===== src/rtl/irqf_pkg.sv =====
package irqf_pkg;
  // Convert a duration in nanoseconds to clock cycles, rounding up, min 1.
  function automatic int ns_to_cyc(input longint clk_hz, input longint ns);
    longint c;
    c = (clk_hz * ns + 64'd999_999_999) / 64'd1_000_000_000;
    if (c < 1) c = 1;
    return int'(c);
  endfunction

  function automatic int max_int(input int a, input int b);
    return (a > b) ? a : b;
  endfunction
endpackage


===== src/rtl/irqf_sync.sv =====
module irqf_sync #(
  parameter int WIDTH = 4
) (
  input  logic             clk,
  input  logic             rst_n,
  input  logic [WIDTH-1:0] async_i,
  output logic [WIDTH-1:0] sync_o
);
  logic [WIDTH-1:0] meta_q, stab_q;

  // Reset to the idle (high) level so nothing looks pending out of reset.
  always_ff @(posedge clk) begin
    if (!rst_n) begin
      meta_q <= '1;
      stab_q <= '1;
    end else begin
      meta_q <= async_i;
      stab_q <= meta_q;
    end
  end

  assign sync_o = stab_q;
endmodule


===== src/rtl/irqf_deglitch.sv =====
module irqf_deglitch #(
  parameter int LOW_CYC  = 250,
  parameter int HIGH_CYC = 125,
  parameter int CW       = 8
) (
  input  logic clk,
  input  logic rst_n,
  input  logic sync_i,
  output logic filt_o,
  output logic flip_o
);
  localparam logic [CW-1:0] LOW_LAST  = CW'(LOW_CYC - 1);
  localparam logic [CW-1:0] HIGH_LAST = CW'(HIGH_CYC - 1);

  logic          filt_q;
  logic [CW-1:0] run_q;
  logic          differ;
  logic [CW-1:0] last;

  assign differ = (sync_i != filt_q);
  // A line that is high now needs the long low run before it counts as low.
  assign last   = filt_q ? LOW_LAST : HIGH_LAST;
  assign flip_o = differ && (run_q == last);

  always_ff @(posedge clk) begin
    if (!rst_n) begin
      filt_q <= 1'b1;
      run_q  <= '0;
    end else if (!differ) begin
      run_q  <= '0;
    end else if (flip_o) begin
      filt_q <= sync_i;
      run_q  <= '0;
    end else begin
      run_q  <= run_q + 1'b1;
    end
  end

  assign filt_o = filt_q;

  // a falling filtered level requires the synchronized input to have been low.
  p_fall_needs_low_r3: assert property (@(posedge clk) disable iff (!rst_n)
    $fell(filt_q) |-> !$past(sync_i));
  // a rising filtered level requires the synchronized input to have been high.
  p_rise_needs_high_r4: assert property (@(posedge clk) disable iff (!rst_n)
    $rose(filt_q) |-> $past(sync_i));
  // the run counter never passes the larger threshold.
  p_run_bounded_r3: assert property (@(posedge clk) disable iff (!rst_n)
    run_q <= LOW_LAST || run_q <= HIGH_LAST);
  // while input and filter agree, the filter holds its level.
  p_hold_when_agree_r5: assert property (@(posedge clk) disable iff (!rst_n)
    (sync_i == filt_q) |=> $stable(filt_q));
endmodule


===== src/rtl/irqf_snap.sv =====
module irqf_snap #(
  parameter int WIDTH = 4
) (
  input  logic             clk,
  input  logic             rst_n,
  input  logic             snap_i,
  input  logic [WIDTH-1:0] live_i,
  output logic [WIDTH-1:0] held_o
);
  logic [WIDTH-1:0] held_q;

  always_ff @(posedge clk) begin
    if (!rst_n)      held_q <= '0;
    else if (snap_i) held_q <= live_i;
  end

  assign held_o = held_q;

  // capture on the strobe edge.
  p_snap_load_r7: assert property (@(posedge clk) disable iff (!rst_n)
    snap_i |=> held_q == $past(live_i));
  // unchanged without a strobe.
  p_snap_hold_r7: assert property (@(posedge clk) disable iff (!rst_n)
    !snap_i |=> $stable(held_q));
endmodule


===== src/rtl/irq_combiner.sv =====
module irq_combiner
  import irqf_pkg::*;
#(
  parameter int NUM_CH      = 4,
  parameter int CLK_HZ      = 250_000_000,
  parameter int LOW_REJ_NS  = 1000,
  parameter int HIGH_REJ_NS = 500
) (
  input  logic              clk,
  input  logic              rst_n,
  input  logic [NUM_CH-1:0] irq_in_n,
  input  logic              snap,
  output logic [NUM_CH-1:0] pending,
  output logic [NUM_CH-1:0] held,
  output logic              irq_drive_low
);
  localparam int LOW_CYC  = ns_to_cyc(longint'(CLK_HZ), longint'(LOW_REJ_NS));
  localparam int HIGH_CYC = ns_to_cyc(longint'(CLK_HZ), longint'(HIGH_REJ_NS));
  localparam int CW       = $clog2(max_int(LOW_CYC, HIGH_CYC) + 1);

  logic [NUM_CH-1:0] sync_lvl;
  logic [NUM_CH-1:0] filt_lvl;
  logic [NUM_CH-1:0] flip_evt;

  irqf_sync #(.WIDTH(NUM_CH)) u_sync (
    .clk(clk), .rst_n(rst_n), .async_i(irq_in_n), .sync_o(sync_lvl)
  );

  for (genvar ch = 0; ch < NUM_CH; ch++) begin : g_ch
    irqf_deglitch #(.LOW_CYC(LOW_CYC), .HIGH_CYC(HIGH_CYC), .CW(CW)) u_flt (
      .clk(clk), .rst_n(rst_n), .sync_i(sync_lvl[ch]),
      .filt_o(filt_lvl[ch]), .flip_o(flip_evt[ch])
    );
  end

  assign pending       = ~filt_lvl;
  assign irq_drive_low = ~&filt_lvl;

  irqf_snap #(.WIDTH(NUM_CH)) u_snap (
    .clk(clk), .rst_n(rst_n), .snap_i(snap), .live_i(pending), .held_o(held)
  );

  // a channel's pending bit only moves when that channel's filter flips.
  p_move_needs_flip_r8: assert property (@(posedge clk) disable iff (!rst_n)
    (flip_evt == '0) |=> $stable(pending));
  // the request wire rises only when some filter has just flipped.
  p_rise_from_flip_r1: assert property (@(posedge clk) disable iff (!rst_n)
    $rose(irq_drive_low) |-> $past(flip_evt) != '0);
  // immediately after reset nothing is pending.
  p_reset_idle_r6: assert property (@(posedge clk)
    $rose(rst_n) |-> (pending == '0 && held == '0 && !irq_drive_low));
endmodule


===== config.mk =====
export PLATFORM = sky130hd
export DESIGN_NAME = irq_combiner
export DESIGN_NICKNAME = d
export VERILOG_FILES = /design/src/rtl/irqf_pkg.sv /design/src/rtl/irqf_sync.sv /design/src/rtl/irqf_deglitch.sv /design/src/rtl/irqf_snap.sv /design/src/rtl/irq_combiner.sv
export SDC_FILE = /design/constraint.sdc
export NUM_CORES = 1
export LEC_CHECK = 0
export BUFFER_PORTS_ARGS = -buffer_cell sky130_fd_sc_hd__buf_4
export CELL_PAD_IN_SITES_DETAIL_PLACEMENT = 0
export CELL_PAD_IN_SITES_GLOBAL_PLACEMENT = 1
export CORE_ASPECT_RATIO = 0.9
export CORE_MARGIN = 1.5
export CORE_UTILIZATION = 30
export CTS_CLUSTER_DIAMETER = 100
export DETAILED_ROUTE_END_ITERATION = 8
export PLACE_DENSITY_LB_ADDON = 0.1
export SYNTH_ARGS = -nofsm -noshare
export SYNTH_HDL_FRONTEND = slang
export SYNTH_HIERARCHICAL = 1
export SYNTH_SLANG_ARGS = --single-unit

===== constraint.sdc =====
create_clock -name clk -period 2.3 [get_ports clk]
set_input_delay 0.115 -clock clk [delete_from_list [all_inputs] [get_ports clk]]
set_output_delay 0.115 -clock clk [all_outputs]
set_load 0.05 [all_outputs]

==> results of run 1 <==
[layout by cell type, fill, tap and decap left out]
cell and count:
or4b_1 4, xnor2_1 8, ha_1 4, buf_4 15, a211o_1 4, mux2i_1 4
nor2_1 28, a21oi_1 20, dlygate4sd3_1 4, xor2_1 12, o211ai_1 8, nand3_1 8
nand4b_1 4, nand4_1 5, dfxtp_1 48, o41ai_1 4, a21o_1 4, nand2_1 20
nor3_1 8, nand3_2 4, nand2b_1 8, inv_1 12, nor2b_1 4, clkbuf_8 7
[metal layers]
layer | wire length (um) | vias to the layer above | GRT usage [%] | share of wire (%)
met5 | 0 | - | 0 | 0
met4 | 49 | 0 | 4.62 | 1.3
met3 | 110 | 4 | 3.05 | 2.8
met2 | 1660 | 24 | 17.3 | 43
met1 | 2050 | 707 | 16.5 | 53
li1 | - | 832 | - | -
[stage by stage]
step,cell area (um2),instances,power (mW)
global route,2370,337,1.49
finish,2370,337,1.42
CTS,2370,337,1.45
global placement,2240,326,0.901
detailed placement,2240,326,0.900
floorplan,2020,222,0.882
[path summary, 6_finish.rpt]
| check | startpoint | end | slack, ns | depth (start not counted) |
|---|---|---|---|---|
| max reg2reg | g_ch[0].u_flt/filt_o$_SDFFE_PN1P_ | g_ch[0].u_flt/run_q[2]$_SDFF_PP0_ | 0.71 | 4 |
| max | g_ch[0].u_flt/filt_o$_SDFFE_PN1P_ | g_ch[0].u_flt/run_q[2]$_SDFF_PP0_ | 0.71 | 4 |
| min reg2reg | u_sync/meta_q[0]$_SDFF_PN1_ | u_sync/sync_o[0]$_SDFF_PN1_ | 0.41 | 1 |
| min | rst_n | u_sync/meta_q[1]$_SDFF_PN1_ | 0.15 | 2 |
[power by group through the flow]
stage / Combinational (mW) / Clock (mW) / Sequential [mW]
6_report: 0.0403 / 0.539 / 0.844
5_1_grt: 0.0450 / 0.600 / 0.846
4_1_cts: 0.0417 / 0.563 / 0.845
3_5_place_dp: 0.0362 / 0 / 0.864
3_3_place_gp: 0.0363 / 0 / 0.864
2_1_floorplan: 0.0194 / 0 / 0.863
[area by class of cell]
| class | count | share of cell area [%] |
|---|---|---|
| clock buffer | 7 | 4.06 |
| inverter | 12 | 1.90 |
| multi-input combinational | 161 | 42.4 |
| sequential | 48 | 40.5 |
| tap | 90 | 4.74 |
| timing repair buffer | 19 | 6.43 |
[registers in the layout, indices dropped and copies added (netlist names)]
register / flops
g_ch.u_flt/filt_o: 4
g_ch.u_flt/run_q: 32
u_snap/held_o: 4
u_sync/meta_q: 4
u_sync/sync_o: 4
==> impl_metrics.tcl, run 1 <==
set metrics [dict create \
    critPathRequiredTime_ns 2.49 \
    port_buffers 15 \
    p_int_mw 1.13 \
    path_cells "or4b_1 -> a211o_1 -> nand3_2 -> nor2_1" \
    holdCritPathClass "input pin to register" \
    ant_nets 0 \
    worst_pin_slew_ns 0.303 \
    fillers 711 \
    h-tree-depth 2 \
    swShare_pct 20.8 \
    seq_area_um2 961 \
    seq_power_share_pct 59.3 \
    synth.avg_cell_area_um2 9.12 \
    grt_max_degree 25 \
    fin_nets 258 \
    grt_pass1_wl_mm 6.66 \
    die_area_um2 7250 \
    syn_inst 222 \
    startpoint_type "register" \
    skew_ns 0.00513 \
    drive_gt1_share_pct 10.5 \
    grt_pass1_vias 1428 \
    p_leak_nw 0.840 \
    cts_tree "done" \
    routed-via-count 1567 \
    dpl.hpwl_mm 2.73 \
    syn_to_final_growth_pct 17.3 \
    fin_crit_ns 1.59 \
    via_per_inst 4.65 \
    antenna_found_initial 0 \
    cts_made_buffers 5 \
    p_clk_share_pct 37.9 \
    worstSetupPathType "register to register" \
    period_share_pct 69.2 \
    start_util_pct 30.9 \
    grt-ovfl-total 0 \
    fin_util_pct 36.2 \
    path_delay_family "simple AND/OR/NAND/NOR gates" \
    powerDensity_nw_per_um2 600 \
    cp_slowest_stage_delay_ns 0.57 \
    finalSetupTns_ns 0 \
    synth_fp_nets 233 \
    cts_buffer_depth 2 \
    die_h_um 80.9 \
    wirelength_mm 3.87 \
    ys_warn_count 6 \
    fp-row-count 28 \
    worstPathArrival_ns 1.78 \
    slowest_stage "or4b_1" \
    worst-path-buf-inv 0 \
    cts-resized-gates 0 \
    max_freq_mhz 628 \
    grt_usage_pct 11.8 \
    antennaDiodeCount 0 \
    grt_setup_unrepaired "false" \
    p_switching_mw 0.296 \
    ir_drop_uv 329 \
    crit_fanout 6 \
    drc 0 \
    end_kind "register" \
    holdWs_ns 0.147 \
    cts_root_buffer "clkbuf_8" \
    dp_slack_ns 0.693 \
    clk_pin_slew_worst_paths_ns 0.08 \
    ios 16 \
    syn_area_um2 2020 \
    gp_congestion 0.712 \
    hold_buffers 4 \
    final-hold-violation-count 0 \
    maxCapViolCount 0 \
    fin_ws_ns 0.708 \
    core_um2 6550 \
    dr.pass1.iters 6 \
    insertion_delay_ns 0.29 \
    p_comb_share_pct 2.8 \
    report.final.slew_viol_count 0 \
    die_w_um 89.6 \
    numClockSinks 48 \
    setup_viol 0 \
    relSlewSlack_pct 79.5 \
    drt_iter0_markers 41 \
    status "completed" \
    wl_per_cell_um 11.5 \
    multi_input_area_um2 1010 \
    postCtsSetupBuffers 0 \
]
Note: power is estimated with default switching activity, not from simulation.
==> run 2, diff against run 1 <==
--- a/config.mk
+++ b/config.mk
@@ -5,6 +5,7 @@
 export SDC_FILE = /design/constraint.sdc
 export NUM_CORES = 1
 export LEC_CHECK = 0
+export ABC_AREA = 1
 export BUFFER_PORTS_ARGS = -buffer_cell sky130_fd_sc_hd__buf_4
 export CELL_PAD_IN_SITES_DETAIL_PLACEMENT = 0
 export CELL_PAD_IN_SITES_GLOBAL_PLACEMENT = 1
==> constraint.sdc (replaced) <==
create_clock -name clk -period 1.3 [get_ports clk]
set_input_delay 0.065 -clock clk [delete_from_list [all_inputs] [get_ports clk]]
set_output_delay 0.065 -clock clk [all_outputs]
set_load 0.05 [all_outputs]
==> impl_metrics.tcl, run 2 <==
set metrics [dict create \
    status "completed" \
    max_freq_mhz 839 \
    reg2reg_to "g_ch[0].u_flt/run_q[6]$_SDFF_PP0_" \
    routed-via-count 1678 \
    syn_area_um2 2250 \
    grt-ovfl-total 0 \
    ys_warn_count 6 \
    grt_max_degree 21 \
    synth_fp_nets 310 \
    wl_per_cell_um 8.99 \
    insertion_delay_ns 0.30 \
    drive_gt1_share_pct 20.6 \
    syn_inst 299 \
    core_um2 7150 \
    worst_pin_slew_ns 0.216 \
    port_buffers 15 \
    finalSetupTns_ns 0 \
    worstSetupPathType "register to register" \
    cts_root_buffer "clkbuf_8" \
    dr.pass1.iters 5 \
    skew_ns 0.00714 \
    dp_slack_ns 0.0946 \
    regMostFlops "g_ch.u_flt/run_q" \
    syn_to_final_growth_pct 18.1 \
    end_kind "register" \
    grt_usage_pct 11.0 \
    layout_commonest_cell "inv_1" \
    gp_congestion 0.742 \
    ios 16 \
    antenna_found_initial 0 \
    dpl.hpwl_mm 2.73 \
    r2r_slack_ns 0.11 \
    die_area_um2 8020 \
    hold_end "u_snap/held_o[1]$_SDFFE_PN0P_" \
    fin_util_pct 37.1 \
    startpoint_type "register" \
    fin_crit_ns 1.19 \
    largest_reg_flops 32 \
    slowest_stage "dfxtp_1" \
    crit_fanout 5 \
    numClockSinks 48 \
    worstPathArrival_ns 1.38 \
    ff2ff_path_depth 5 \
    cts_buffer_depth 2 \
    h-tree-depth 2 \
    maxCapViolCount 0 \
    critPathRequiredTime_ns 1.49 \
    r2r-start "g_ch[0].u_flt/run_q[0]$_SDFF_PP0_" \
    p_leak_nw 1.12 \
    die_w_um 94.2 \
    start_util_pct 31.4 \
    grt_setup_unrepaired "false" \
    crit_path_frequent_cell "nor2_1" \
    grt_pass1_vias 1579 \
    ir_drop_uv 561 \
    via_per_inst 4.01 \
    cts_tree "done" \
    min_from "snap" \
    drt_iter0_markers 62 \
    fp-row-count 29 \
    clk_pin_slew_worst_paths_ns 0.09 \
    drc 0 \
    final-hold-violation-count 0 \
    fillers 762 \
    wirelength_mm 3.76 \
    powerDensity_nw_per_um2 1080 \
    cts_made_buffers 5 \
    die_h_um 85.1 \
    relSlewSlack_pct 85.6 \
    fin_nets 336 \
    synth.avg_cell_area_um2 7.52 \
    report.final.slew_viol_count 0 \
    holdPathStages 3 \
    fin_ws_ns 0.109 \
    holdCritPathClass "input pin to register" \
    setup_viol 0 \
    path_cells "ha_1 -> nand3_1 -> nor2_1 -> xor2_1 -> nor2_1" \
    cp_slowest_stage_delay_ns 0.42 \
    grt_pass1_wl_mm 7.01 \
    ant_nets 0 \
    period_share_pct 91.6 \
    mostFrequentLayoutCells "inv_1 (62), nand2_1 (59), dfxtp_1 (42), nor2_1 (35), nand3_1 (28)" \
    antennaDiodeCount 0 \
]
run 2: timing repair:
item | CTS | global route
setup buffers | 0 | 0
hold buffers | 4 | 0
endpoints found under the hold margin | 4 | 0
endpoints found under the setup margin | 0 | 3
gates resized for setup | 0 | 7
run 2: worst max-delay path, delay by kind of cell, from the launching register on:
family,cells,cell delay [ns]
flops,1,0.42
simple gates,3,0.31
fa+ha+maj,1,0.21
xor+xnor,1,0.15
run 2: worst max path at each step:
stage | start | endpoint | slack (ns) | cells after the start
4_1_cts | g_ch[0].u_flt/filt_o$_SDFFE_PN1P_ | irq_drive_low | 0.07 | 4
3_5_place_dp | g_ch[3].u_flt/run_q[0]$_SDFF_PP0_ | g_ch[3].u_flt/run_q[6]$_SDFF_PP0_ | 0.09 | 5
6_report | g_ch[0].u_flt/run_q[0]$_SDFF_PP0_ | g_ch[0].u_flt/run_q[6]$_SDFF_PP0_ | 0.11 | 5
2_1_floorplan | g_ch[0].u_flt/run_q[0]$_SDFF_PP0_ | g_ch[0].u_flt/run_q[6]$_SDFF_PP0_ | 0.20 | 5
3_3_place_gp | g_ch[2].u_flt/run_q[0]$_SDFF_PP0_ | g_ch[2].u_flt/run_q[6]$_SDFF_PP0_ | 0.14 | 5
5_1_grt | g_ch[1].u_flt/run_q[0]$_SDFF_PP0_ | g_ch[1].u_flt/run_q[6]$_SDFF_PP0_ | 0.003 | 5
run 2: final cells by class:
class / count / area (um2) / share of cell area (%)
clock buffer: 5 / 68.8 / 2.59
clock inverter: 2 / 60.1 / 2.26
inverter: 62 / 233 / 8.77
multi-input combinational: 187 / 1040 / 39.2
sequential: 48 / 968 / 36.5
tap: 93 / 116 / 4.38
timing repair buffer: 21 / 168 / 6.32
run 2: routing by layer:
| metal | track usage (%) | part of all wire (%) |
|---|---|---|
| met3 | 3.49 | 4.4 |
| met2 | 15.8 | 40 |
| met5 | 0 | 0 |
| met4 | 4.48 | 1.5 |
| met1 | 15.1 | 54 |
run 2: where the power goes:
group / internal (mW) / switching [mW] / total, mW / leakage [nW]
Combinational: 0.0469 / 0.0686 / 0.115 / 0.669
Sequential: 1.49 / 0.0121 / 1.50 / 0.390
Clock: 0.757 / 0.488 / 1.24 / 0.0642
run 2: through the flow:
step / instance area, um2 / std cells / hold WS, ns / total power, mW
floorplan: 2250 / 299 / 0.150 / 1.61
finish: 2650 / 418 / 0.0560 / 2.86
global placement: 2470 / 407 / 0.237 / 1.65
detailed placement: 2470 / 407 / 0.239 / 1.65
global route: 2650 / 418 / 0.0477 / 3.02
CTS: 2640 / 418 / 0.0455 / 2.93
==> run 3, diff against run 2 <==
==> constraint.sdc (replaced) <==
create_clock -name clk -period 1.1 [get_ports clk]
set_input_delay 0.055 -clock clk [delete_from_list [all_inputs] [get_ports clk]]
set_output_delay 0.055 -clock clk [all_outputs]
set_load 0.05 [all_outputs]
==> impl_metrics.tcl, run 3 (synthesized netlist as in run 2, its figures left out) <==
set metrics [dict create \
    status "completed" \
    dpl.hpwl_mm 2.86 \
    insertion_delay_ns 0.30 \
    cts_tree "done" \
    wl_met1_mm 2.19 \
    grt_max_degree 21 \
    wl_met2_mm 1.92 \
    fin_nets 359 \
    port_buffers 15 \
    clk_pin_slew_worst_paths_ns 0.10 \
    worstSetupPathType "register to register" \
    cts_root_buffer "clkbuf_8" \
    relSlewSlack_pct 83.9 \
    worstPathArrival_ns 1.26 \
    dp_cells 418 \
    syn_to_final_growth_pct 42.7 \
    final-hold-violation-count 0 \
    p_leak_nw 1.27 \
    grt_setup_unrepaired "true" \
    skew_ns 0.00932 \
    holdCritPathClass "input pin to register" \
    final_area_um2 3210 \
    die_area_um2 8020 \
    maxCapViolCount 0 \
    end_kind "register" \
    layout_commonest_cell "inv_1" \
    ir_drop_uv 467 \
    detailed_place.area_um2 2560 \
    h-tree-depth 2 \
    gp_congestion 0.764 \
    holdWs_ns 0.0418 \
    cts_buffer_depth 2 \
    grt_usage_pct 10.9 \
    report.final.slew_viol_count 0 \
    wirelength_mm 4.29 \
    via_per_inst 4.12 \
    final_cells 442 \
    worst_pin_slew_ns 0.241 \
    critPathRequiredTime_ns 1.29 \
    largest_reg_flops 32 \
    fin_ws_ns 0.0249 \
    wl_per_cell_um 9.71 \
    ant_nets 0 \
    drt_iter0_markers 29 \
    die_h_um 85.1 \
    grt_pass1_vias 1575 \
    highest_layer "met4" \
    fp-row-count 29 \
    grt-ovfl-total 0 \
    core_um2 7150 \
    period_share_pct 97.7 \
    crit_fanout 8 \
    max_freq_mhz 930 \
    numClockSinks 48 \
    antennaDiodeCount 0 \
    cts_made_buffers 5 \
    mostFrequentLayoutCells "inv_1 (56), nand2_1 (44), buf_4 (33), dfxtp_1 (28), nor2_1 (24)" \
    drc 0 \
    grt_pass1_wl_mm 6.93 \
    drive_gt1_share_pct 43.6 \
    fin_crit_ns 1.08 \
    fin_util_pct 44.9 \
    routed-via-count 1821 \
    powerDensity_nw_per_um2 996 \
    setup_viol 0 \
    antenna_found_initial 0 \
    ios 16 \
    wl_met3_um 140 \
    regMostFlops "g_ch.u_flt/run_q" \
    die_w_um 94.2 \
    startpoint_type "register" \
    start_util_pct 31.4 \
    dp_slack_ns -0.0445 \
    dr.pass1.iters 4 \
]
## run 3: metal layers
metal,vias to the layer above,GRT usage (%)
met5,-,0
met1,801,14.7
met2,21,16.4
met4,0,4.48
li1,995,-
met3,4,2.96
## run 3: area by class of cell
cell class / count / area [um2]
clock buffer: 6 / 72.6
clock inverter: 2 / 35.0
fill: 726 / 3940
inverter: 62 / 235
multi-input combinational: 187 / 1370
sequential: 48 / 1010
tap: 93 / 116
timing repair buffer: 44 / 370
## run 3: worst max-delay path, stage by stage, from the launching register on
cell and delay (ns):
dfxtp_4 0.36, buf_6 0.12, inv_2 0.04, nand3_2 0.06, nand2_2 0.10, nand3_4 0.10
nand2_8 0.14, nor2_4 0.05
## run 3: path summary, 6_finish.rpt
path                                      from                           endpoint  slack, ns  cells past startpoint
max          g_ch[1].u_flt/run_q[0]$_SDFF_PP0_  g_ch[1].u_flt/run_q[3]$_SDFF_PP0_       0.02                      7
min                                       snap      u_snap/held_o[1]$_SDFFE_PN0P_       0.04                      3
max reg2reg  g_ch[1].u_flt/run_q[0]$_SDFF_PP0_  g_ch[1].u_flt/run_q[3]$_SDFF_PP0_       0.02                      7
min reg2reg        u_sync/meta_q[2]$_SDFF_PN1_        u_sync/sync_o[2]$_SDFF_PN1_       0.41                      2
## run 3: through the flow
stage / setup TNS, ns / power [mW]
6_report: 0 / 3.19
5_1_grt: -0.524 / 3.36
4_1_cts: -0.00938 / 3.24
3_5_place_dp: -0.143 / 1.95
3_3_place_gp: -0.0389 / 1.95
2_1_floorplan: 0 / 1.90
## run 3: repair_timing
action | in CTS | in global routing
resized for setup | 24 | 89
hold buffers | 4 | 0
setup endpoints to repair | 8 | 36
pin swaps | 4 | 27
setup buffers | 3 | 11
endpoints found under the hold margin | 4 | 0
gates cloned | 0 | 0
## run 3: where the power goes
| group | internal, mW | total [mW] | switching (mW) |
|---|---|---|---|
| Sequential | 1.74 | 1.76 | 0.0168 |
| Combinational | 0.0742 | 0.173 | 0.0988 |
| Clock | 0.676 | 1.26 | 0.588 |
| Total | 2.49 | 3.19 | 0.703 |
